$ cat config.mk
export PLATFORM = sky130hd
export DESIGN_NAME = fbr_base_regs
export DESIGN_NICKNAME = d
export VERILOG_FILES = /design/src/rtl/fbr_pkg.sv /design/src/rtl/fbr_bus_decode.sv /design/src/rtl/fbr_pending_bank.sv /design/src/rtl/fbr_commit_fsm.sv /design/src/rtl/fbr_active_bank.sv /design/src/rtl/fbr_base_regs.sv
export SDC_FILE = /design/constraint.sdc
export NUM_CORES = 1
export LEC_CHECK = 0
export ABC_AREA = 1
export BUFFER_PORTS_ARGS = -buffer_cell sky130_fd_sc_hd__clkbuf_2
export CAP_MARGIN = 40
export CORE_MARGIN = 3
export CORE_UTILIZATION = 48
export DETAILED_ROUTE_END_ITERATION = 12
export PLACE_DENSITY = 0.75
export SLEW_MARGIN = 20
export SYNTH_ARGS = -nofsm -noshare
export SYNTH_HDL_FRONTEND = slang
export SYNTH_SLANG_ARGS = --single-unit
$ cat constraint.sdc
create_clock -name clk -period 1.1 [get_ports clk]
set_clock_uncertainty 0.1 [all_clocks]
set_input_delay 0.055 -clock clk [delete_from_list [all_inputs] [get_ports clk]]
set_output_delay 0.055 -clock clk [all_outputs]
set_load 0.02 [all_outputs]
$ cat src/rtl/fbr_pkg.sv
package fbr_pkg;

    // number of field base registers (even, odd)
    localparam int NUM_FIELDS = 2;

    typedef enum logic [0:0] {
        ST_SYNCED = 1'b0,
        ST_STAGED = 1'b1
    } fbr_state_e;

endpackage

$ cat src/rtl/fbr_bus_decode.sv
module fbr_bus_decode #(
    parameter int                ADDR_W     = 8,
    parameter int                NF         = 2,
    parameter logic [ADDR_W-1:0] FIELD0_OFS = 8'h18,
    parameter int                STRIDE     = 4,
    parameter logic [ADDR_W-1:0] STAT_OFS   = 8'h08
) (
    input  logic [ADDR_W-1:0] bus_addr,
    input  logic              bus_wr,
    output logic [NF-1:0]     wr_sel,
    output logic [NF-1:0]     rd_sel,
    output logic              rd_stat,
    output logic              base_wr
);

    genvar g;
    generate
        for (g = 0; g < NF; g++) begin : g_field
            localparam logic [ADDR_W-1:0] OFS = FIELD0_OFS + ADDR_W'(g * STRIDE);
            assign rd_sel[g] = (bus_addr == OFS);
            assign wr_sel[g] = bus_wr && (bus_addr == OFS);
        end
    endgenerate

    assign rd_stat = (bus_addr == STAT_OFS);
    assign base_wr = |wr_sel;

endmodule

$ cat src/rtl/fbr_pending_bank.sv
module fbr_pending_bank #(
    parameter int DATA_W     = 32,
    parameter int ALIGN_BITS = 5,
    parameter int NF         = 2
) (
    input  logic                      clk,
    input  logic                      rst_n,
    input  logic [NF-1:0]             wr_sel,
    input  logic [DATA_W-1:0]         wdata,
    output logic [NF-1:0][DATA_W-1:0] pend_q,
    output logic [NF-1:0][DATA_W-1:0] pend_d
);

    localparam logic [DATA_W-1:0] ALIGN_MASK = ~((DATA_W'(1) << ALIGN_BITS) - DATA_W'(1));

    logic [DATA_W-1:0] wdata_aligned;
    assign wdata_aligned = wdata & ALIGN_MASK;

    genvar g;
    generate
        for (g = 0; g < NF; g++) begin : g_reg
            assign pend_d[g] = wr_sel[g] ? wdata_aligned : pend_q[g];

            always_ff @(posedge clk or negedge rst_n) begin
                if (!rst_n) begin
                    pend_q[g] <= '0;
                end else begin
                    pend_q[g] <= pend_d[g];
                end
            end
        end
    endgenerate

endmodule

$ cat src/rtl/fbr_commit_fsm.sv
module fbr_commit_fsm
    import fbr_pkg::*;
(
    input  logic clk,
    input  logic rst_n,
    input  logic base_wr,
    input  logic field_start,
    output logic commit,
    output logic status_flag
);

    fbr_state_e state_q, state_d;

    // next-state logic
    always_comb begin
        state_d = state_q;
        unique case (state_q)
            ST_SYNCED: begin
                if (base_wr && !field_start) begin
                    state_d = ST_STAGED;      // T_STAGE
                end else begin
                    state_d = ST_SYNCED;      // T_FLUSH or T_HOLD
                end
            end
            ST_STAGED: begin
                if (field_start) begin
                    state_d = ST_SYNCED;      // T_COMMIT
                end else begin
                    state_d = ST_STAGED;      // T_HOLD
                end
            end
            default: state_d = ST_SYNCED;
        endcase
    end

    // state register
    always_ff @(posedge clk or negedge rst_n) begin
        if (!rst_n) begin
            state_q <= ST_SYNCED;
        end else begin
            state_q <= state_d;
        end
    end

    // outputs
    always_comb begin
        commit      = 1'b0;
        status_flag = 1'b0;
        unique case (state_q)
            ST_SYNCED: begin
                commit = field_start && base_wr;   // T_FLUSH
            end
            ST_STAGED: begin
                status_flag = 1'b1;
                commit      = field_start;         // T_COMMIT
            end
            default: begin
                commit      = 1'b0;
                status_flag = 1'b0;
            end
        endcase
    end

endmodule

$ cat src/rtl/fbr_active_bank.sv
module fbr_active_bank #(
    parameter int DATA_W = 32,
    parameter int NF     = 2
) (
    input  logic                      clk,
    input  logic                      rst_n,
    input  logic                      commit,
    input  logic [NF-1:0][DATA_W-1:0] pend_d,
    output logic [NF-1:0][DATA_W-1:0] act_q
);

    genvar g;
    generate
        for (g = 0; g < NF; g++) begin : g_reg
            always_ff @(posedge clk or negedge rst_n) begin
                if (!rst_n) begin
                    act_q[g] <= '0;
                end else if (commit) begin
                    act_q[g] <= pend_d[g];
                end
            end
        end
    endgenerate

endmodule

$ cat src/rtl/fbr_base_regs.sv
module fbr_base_regs
    import fbr_pkg::*;
#(
    parameter int                ADDR_W     = 8,
    parameter int                DATA_W     = 32,
    parameter int                ALIGN_BITS = 5,
    parameter int                FLAG_BIT   = 16,
    parameter logic [ADDR_W-1:0] FIELD0_OFS = 8'h18,
    parameter int                STRIDE     = 4,
    parameter logic [ADDR_W-1:0] STAT_OFS   = 8'h08
) (
    input  logic              clk,
    input  logic              rst_n,
    input  logic [ADDR_W-1:0] bus_addr,
    input  logic              bus_wr,
    input  logic [DATA_W-1:0] bus_wdata,
    output logic [DATA_W-1:0] bus_rdata,
    input  logic              field_start,
    output logic [DATA_W-1:0] active_even_base,
    output logic [DATA_W-1:0] active_odd_base
);

    localparam int NF = NUM_FIELDS;

    logic [NF-1:0]             wr_sel;
    logic [NF-1:0]             rd_sel;
    logic                      rd_stat;
    logic                      base_wr;
    logic                      commit;
    logic                      status_flag;
    logic [NF-1:0][DATA_W-1:0] pend_q;
    logic [NF-1:0][DATA_W-1:0] pend_d;
    logic [NF-1:0][DATA_W-1:0] act_q;

    fbr_bus_decode #(
        .ADDR_W    (ADDR_W),
        .NF        (NF),
        .FIELD0_OFS(FIELD0_OFS),
        .STRIDE    (STRIDE),
        .STAT_OFS  (STAT_OFS)
    ) decode_i (
        .bus_addr(bus_addr),
        .bus_wr  (bus_wr),
        .wr_sel  (wr_sel),
        .rd_sel  (rd_sel),
        .rd_stat (rd_stat),
        .base_wr (base_wr)
    );

    fbr_pending_bank #(
        .DATA_W    (DATA_W),
        .ALIGN_BITS(ALIGN_BITS),
        .NF        (NF)
    ) pending_i (
        .clk   (clk),
        .rst_n (rst_n),
        .wr_sel(wr_sel),
        .wdata (bus_wdata),
        .pend_q(pend_q),
        .pend_d(pend_d)
    );

    fbr_commit_fsm fsm_i (
        .clk        (clk),
        .rst_n      (rst_n),
        .base_wr    (base_wr),
        .field_start(field_start),
        .commit     (commit),
        .status_flag(status_flag)
    );

    fbr_active_bank #(
        .DATA_W(DATA_W),
        .NF    (NF)
    ) active_i (
        .clk   (clk),
        .rst_n (rst_n),
        .commit(commit),
        .pend_d(pend_d),
        .act_q (act_q)
    );

    // read mux: pending copies at base offsets, flag at status offset
    always_comb begin
        bus_rdata = '0;
        for (int i = 0; i < NF; i++) begin
            if (rd_sel[i]) begin
                bus_rdata = pend_q[i];
            end
        end
        if (rd_stat) begin
            bus_rdata[FLAG_BIT] = status_flag;
        end
    end

    assign active_even_base = act_q[0];
    assign active_odd_base  = act_q[1];

endmodule

==> out/metrics.json <==
{
  "status": {"value": "finished, violations left"},
  "violated_checks": {"value": "negative setup slack"},
  "grt_pass1_vias": {"value": 5669},
  "power.density": {"value": 1300, "unit": "nW/um2"},
  "clockRootBuffer": {"value": "sky130_fd_sc_hd__clkbuf_16"},
  "x_dimension_of_the_die": {"value": 113, "unit": "um"},
  "cell_count_after_placement": {"value": 878},
  "floorplan.io_pins": {"value": 140},
  "worstPathCellList": {"value": "buf_4 > inv_4 > nand3_4 > nand2_8 > clkbuf_16 > nand2_1 > nand2_1"},
  "cp_slowest_cell": {"value": "sky130_fd_sc_hd__dfrtp_1"},
  "ys_seq_elements": {"value": 129},
  "clk-insertion-delay-late": {"value": 420, "unit": "ps"},
  "antennaDiodeCount": {"value": 0},
  "hpwlAfterDp": {"value": 10700, "unit": "um"},
  "grt_antenna_before_repair": {"value": 0},
  "worstSetupPathType": {"value": "reg2reg"},
  "vdd.ir_drop.worst": {"value": 1.25, "unit": "mV"},
  "worstReg2RegStart": {"value": "fsm_i.state_q"},
  "power_leakage": {"value": 4.92, "unit": "nW"},
  "critical_path.endpoint_type": {"value": "flop"},
  "synthDominantCellAreaShare": {"value": 58.6, "unit": "%"},
  "arrival": {"value": 1660, "unit": "ps"},
  "routed-via-count": {"value": 5702},
  "crit_path_start_kind": {"value": "flop"},
  "slew_headroom": {"value": 67.9, "unit": "%"},
  "yosysWarnings": {"value": 0},
  "cts_inserted_buffers": {"value": 17},
  "reg2reg_depth": {"value": 7},
  "netlist.top_cell.by_area": {"value": "sky130_fd_sc_hd__dfrtp_1"},
  "drt_iter0_markers": {"value": 712},
  "die_h": {"value": 113, "unit": "um"},
  "grt.total_usage": {"value": 28.1, "unit": "%"},
  "design.final.nets": {"value": 900},
  "grt_pass1_wl": {"value": 28300, "unit": "um"},
  "max_freq": {"value": 712, "unit": "MHz"},
  "timing.hold.ws": {"value": 43.4, "unit": "ps"},
  "ff_latch_area": {"value": 3230, "unit": "um2"},
  "timing.critical_path.to": {"value": "active_i.act_q[63]"},
  "post_drt_via_cell_ratio": {"value": 5.65},
  "min_period_over_period": {"value": 128, "unit": "%"},
  "core": {"value": 11000, "unit": "um2"},
  "critical_path.reg2reg.endpoint": {"value": "active_i.act_q[63]"},
  "report.final.hold_viol_count": {"value": 0},
  "fp-row-count": {"value": 38},
  "max_slew.worst_pin.slew": {"value": 481, "unit": "ps"},
  "synth_nets": {"value": 662},
  "htreeDepth": {"value": 4},
  "drt_pre_antenna_iters": {"value": 5},
  "cpMostUsedCell": {"value": "sky130_fd_sc_hd__nand2_1"},
  "timing.setup.tns": {"value": -24780, "unit": "ps"},
  "grt_overflow_total": {"value": 0},
  "rsz_0062_raised_after_global_routing": {"value": "yes"},
  "syn-instance-count": {"value": 618},
  "worstPathMaxFanout": {"value": 16},
  "drv_cap": {"value": 0},
  "critPathRequiredTime": {"value": 1350, "unit": "ps"},
  "synth_area": {"value": 5500, "unit": "um2"},
  "filler_cell_count": {"value": 599},
  "fin_total_pwr": {"value": 11.8, "unit": "mW"},
  "clkSinkCount": {"value": 129},
  "fin_util": {"value": 81.9, "unit": "%"},
  "postSynthAreaPerCell": {"value": 8.91, "unit": "um2"},
  "detail_route.drc_violations": {"value": 0},
  "critical-path-max-stage-delay": {"value": 380, "unit": "ps"},
  "final.min_clock_period": {"value": 1400, "unit": "ps"},
  "cts_tree": {"value": "done"},
  "placer_congestion": {"value": 0.874},
  "initial_core_util": {"value": 49.9, "unit": "%"},
  "setup_violations": {"value": 145},
  "post_synth_num_cell_types": {"value": 17},
  "detail-route-antenna-nets": {"value": 0},
  "hold_path.class": {"value": "in2reg"},
  "buffer_ports.inserted": {"value": 134},
  "timing.final.ws_setup": {"value": -305, "unit": "ps"},
  "timing.critical_path.from": {"value": "fsm_i.state_q"},
  "finalNonFillerCells": {"value": 1009},
  "wirelength": {"value": 19800, "unit": "um"},
  "fp.dieArea": {"value": 12800, "unit": "um2"},
  "multi_input_area": {"value": 2270, "unit": "um2"},
  "seq_area_frac_synth": {"value": 58.6, "unit": "%"},
  "grt_start_max_net_pins": {"value": 83},
  "sum_of_buffers_and_inverters_on_the_critical_path": {"value": 3},
  "path_depth": {"value": 7},
  "synth_area_leaders": {"value": "sky130_fd_sc_hd__dfrtp_1, sky130_fd_sc_hd__nand2_1, sky130_fd_sc_hd__nand3_1"},
  "number_of_pins_with_negative_max_slew_slack_in_the_final_report": {"value": 0},
  "post_drt_wl_per_cell": {"value": 19.7, "unit": "um"},
  "path_clk_slew": {"value": 60, "unit": "ps"},
  "syn_to_final_growth": {"value": 64.1, "unit": "%"},
  "post_route_cells_drive_above_1_share": {"value": 38.9, "unit": "%"},
  "ctsLongestPathBuffers": {"value": 2},
  "cpLargestDelayFamily": {"value": "simple AND/OR/NAND/NOR gates"},
  "ff2ff_setup_slack": {"value": -300, "unit": "ps"}
}
==> stage by stage <==
| stage | instance area [um2] | setup slack (ps) |
|---|---|---|
| after detailed placement | 6740 | -331 |
| after floorplan | 5810 | -73.9 |
| final | 9030 | -305 |
| after global placement | 6740 | -293 |
| after CTS | 8220 | -289 |
| after global routing | 9030 | -373 |
==> cell usage in the layout (no fill, tap or decap), drive strengths merged <==
cell type | synthesis | layout
nor2 | 7 | 7
nand4 | 27 | 27
nand3 | 96 | 96
inv | 22 | 22
clkinvlp | 0 | 2
bufinv | 0 | 4
nand2 | 258 | 258
dfrtp | 129 | 129
a22o | 31 | 31
clkbuf | 16 | 104
dlygate4sd3 | 0 | 28
nor3 | 1 | 1
buf | 31 | 155
clkinv | 0 | 5
==> power by group <==
group          leakage (nW)  total, mW  switching (mW)  internal, mW
clock network         0.303       5.99            2.10          3.89
logic                  2.83      0.844           0.499         0.344
registers              1.79       4.94          0.0786          4.87
==> cell type report <==
cell class	count	share of cell area, %
clock inverters	11	1.77
flip-flops and latches	129	35.7
repair buffers	266	29.4
multi-input cells	420	25.2
inverters	22	0.942
clock buffers	21	5.10
well taps	140	1.94
==> synthesized netlist by cell type <==
| cell type | count |
|---|---|
| sky130_fd_sc_hd__nand2_1 | 257 |
| sky130_fd_sc_hd__dfrtp_1 | 129 |
| sky130_fd_sc_hd__nand3_1 | 93 |
| sky130_fd_sc_hd__a22o_1 | 31 |
| sky130_fd_sc_hd__nand4_1 | 27 |
| sky130_fd_sc_hd__inv_1 | 22 |
| sky130_fd_sc_hd__buf_2 | 20 |
| sky130_fd_sc_hd__clkbuf_1 | 16 |
| sky130_fd_sc_hd__buf_4 | 9 |
| sky130_fd_sc_hd__nor2_1 | 4 |
| sky130_fd_sc_hd__nand3_2 | 3 |
| sky130_fd_sc_hd__nor2_2 | 2 |
| sky130_fd_sc_hd__buf_1 | 1 |
| sky130_fd_sc_hd__buf_6 | 1 |
| sky130_fd_sc_hd__nand2_2 | 1 |
| sky130_fd_sc_hd__nor2_4 | 1 |
| sky130_fd_sc_hd__nor3_1 | 1 |
==> state kept, by name (all words and copies together), names as in the netlist <==
register / cells
active_i.act_q: 64
fsm_i.state_q: 1
pending_i.pend_q: 64
==> worst min path at each step <==
| stage | from | to | slack, ps | cells past startpoint |
|---|---|---|---|---|
| 2_1_floorplan | rst_n | active_i.act_q[0] | -340 | 0 |
| 3_5_place_dp | rst_n | active_i.act_q[43] | -60 | 2 |
| 4_1_cts | field_start | active_i.act_q[19] | 20 | 4 |
| 5_1_grt | field_start | active_i.act_q[52] | 50 | 4 |
| 3_3_place_gp | rst_n | active_i.act_q[43] | -60 | 2 |
| 6_report | field_start | active_i.act_q[16] | 40 | 4 |
==> tightest hold or removal path: stages <==
cell,delay [ps]
sky130_fd_sc_hd__buf_4,150
sky130_fd_sc_hd__buf_4,190
sky130_fd_sc_hd__nand3_2,80
sky130_fd_sc_hd__nand2_1,50
==> repair_timing <==
| action | 4_1_cts | 5_1_grt |
|---|---|---|
| endpoints found under the setup margin | 160 | 161 |
| resized for setup | 89 | 174 |
| gates cloned | 0 | 5 |
| hold endpoints to repair | 237 | 0 |
| buffers inserted | 25 | 41 |
| pin swaps | 24 | 17 |
| hold buffers | 28 | 0 |
==> metal layers <==
layer / GRT usage, % / vias up / share of wire [%]
met5: 0 / - / 0
met3: 7.22 / 73 / 8.8
met1: 34.0 / 2778 / 36
met4: 12.1 / 0 / 3.6
li1: - / 2504 / -
met2: 47.7 / 347 / 52
==> logic make-up (layout without fill, tap and decap cells) <==
group,after synthesis,count (layout),synth area share [%]
compound gates,31,31,4.93
simple gates,389,389,30.5
flops,129,129,58.6
buf+inv,69,320,5.91
No activity file was read; power rests on OpenSTA's default activity.
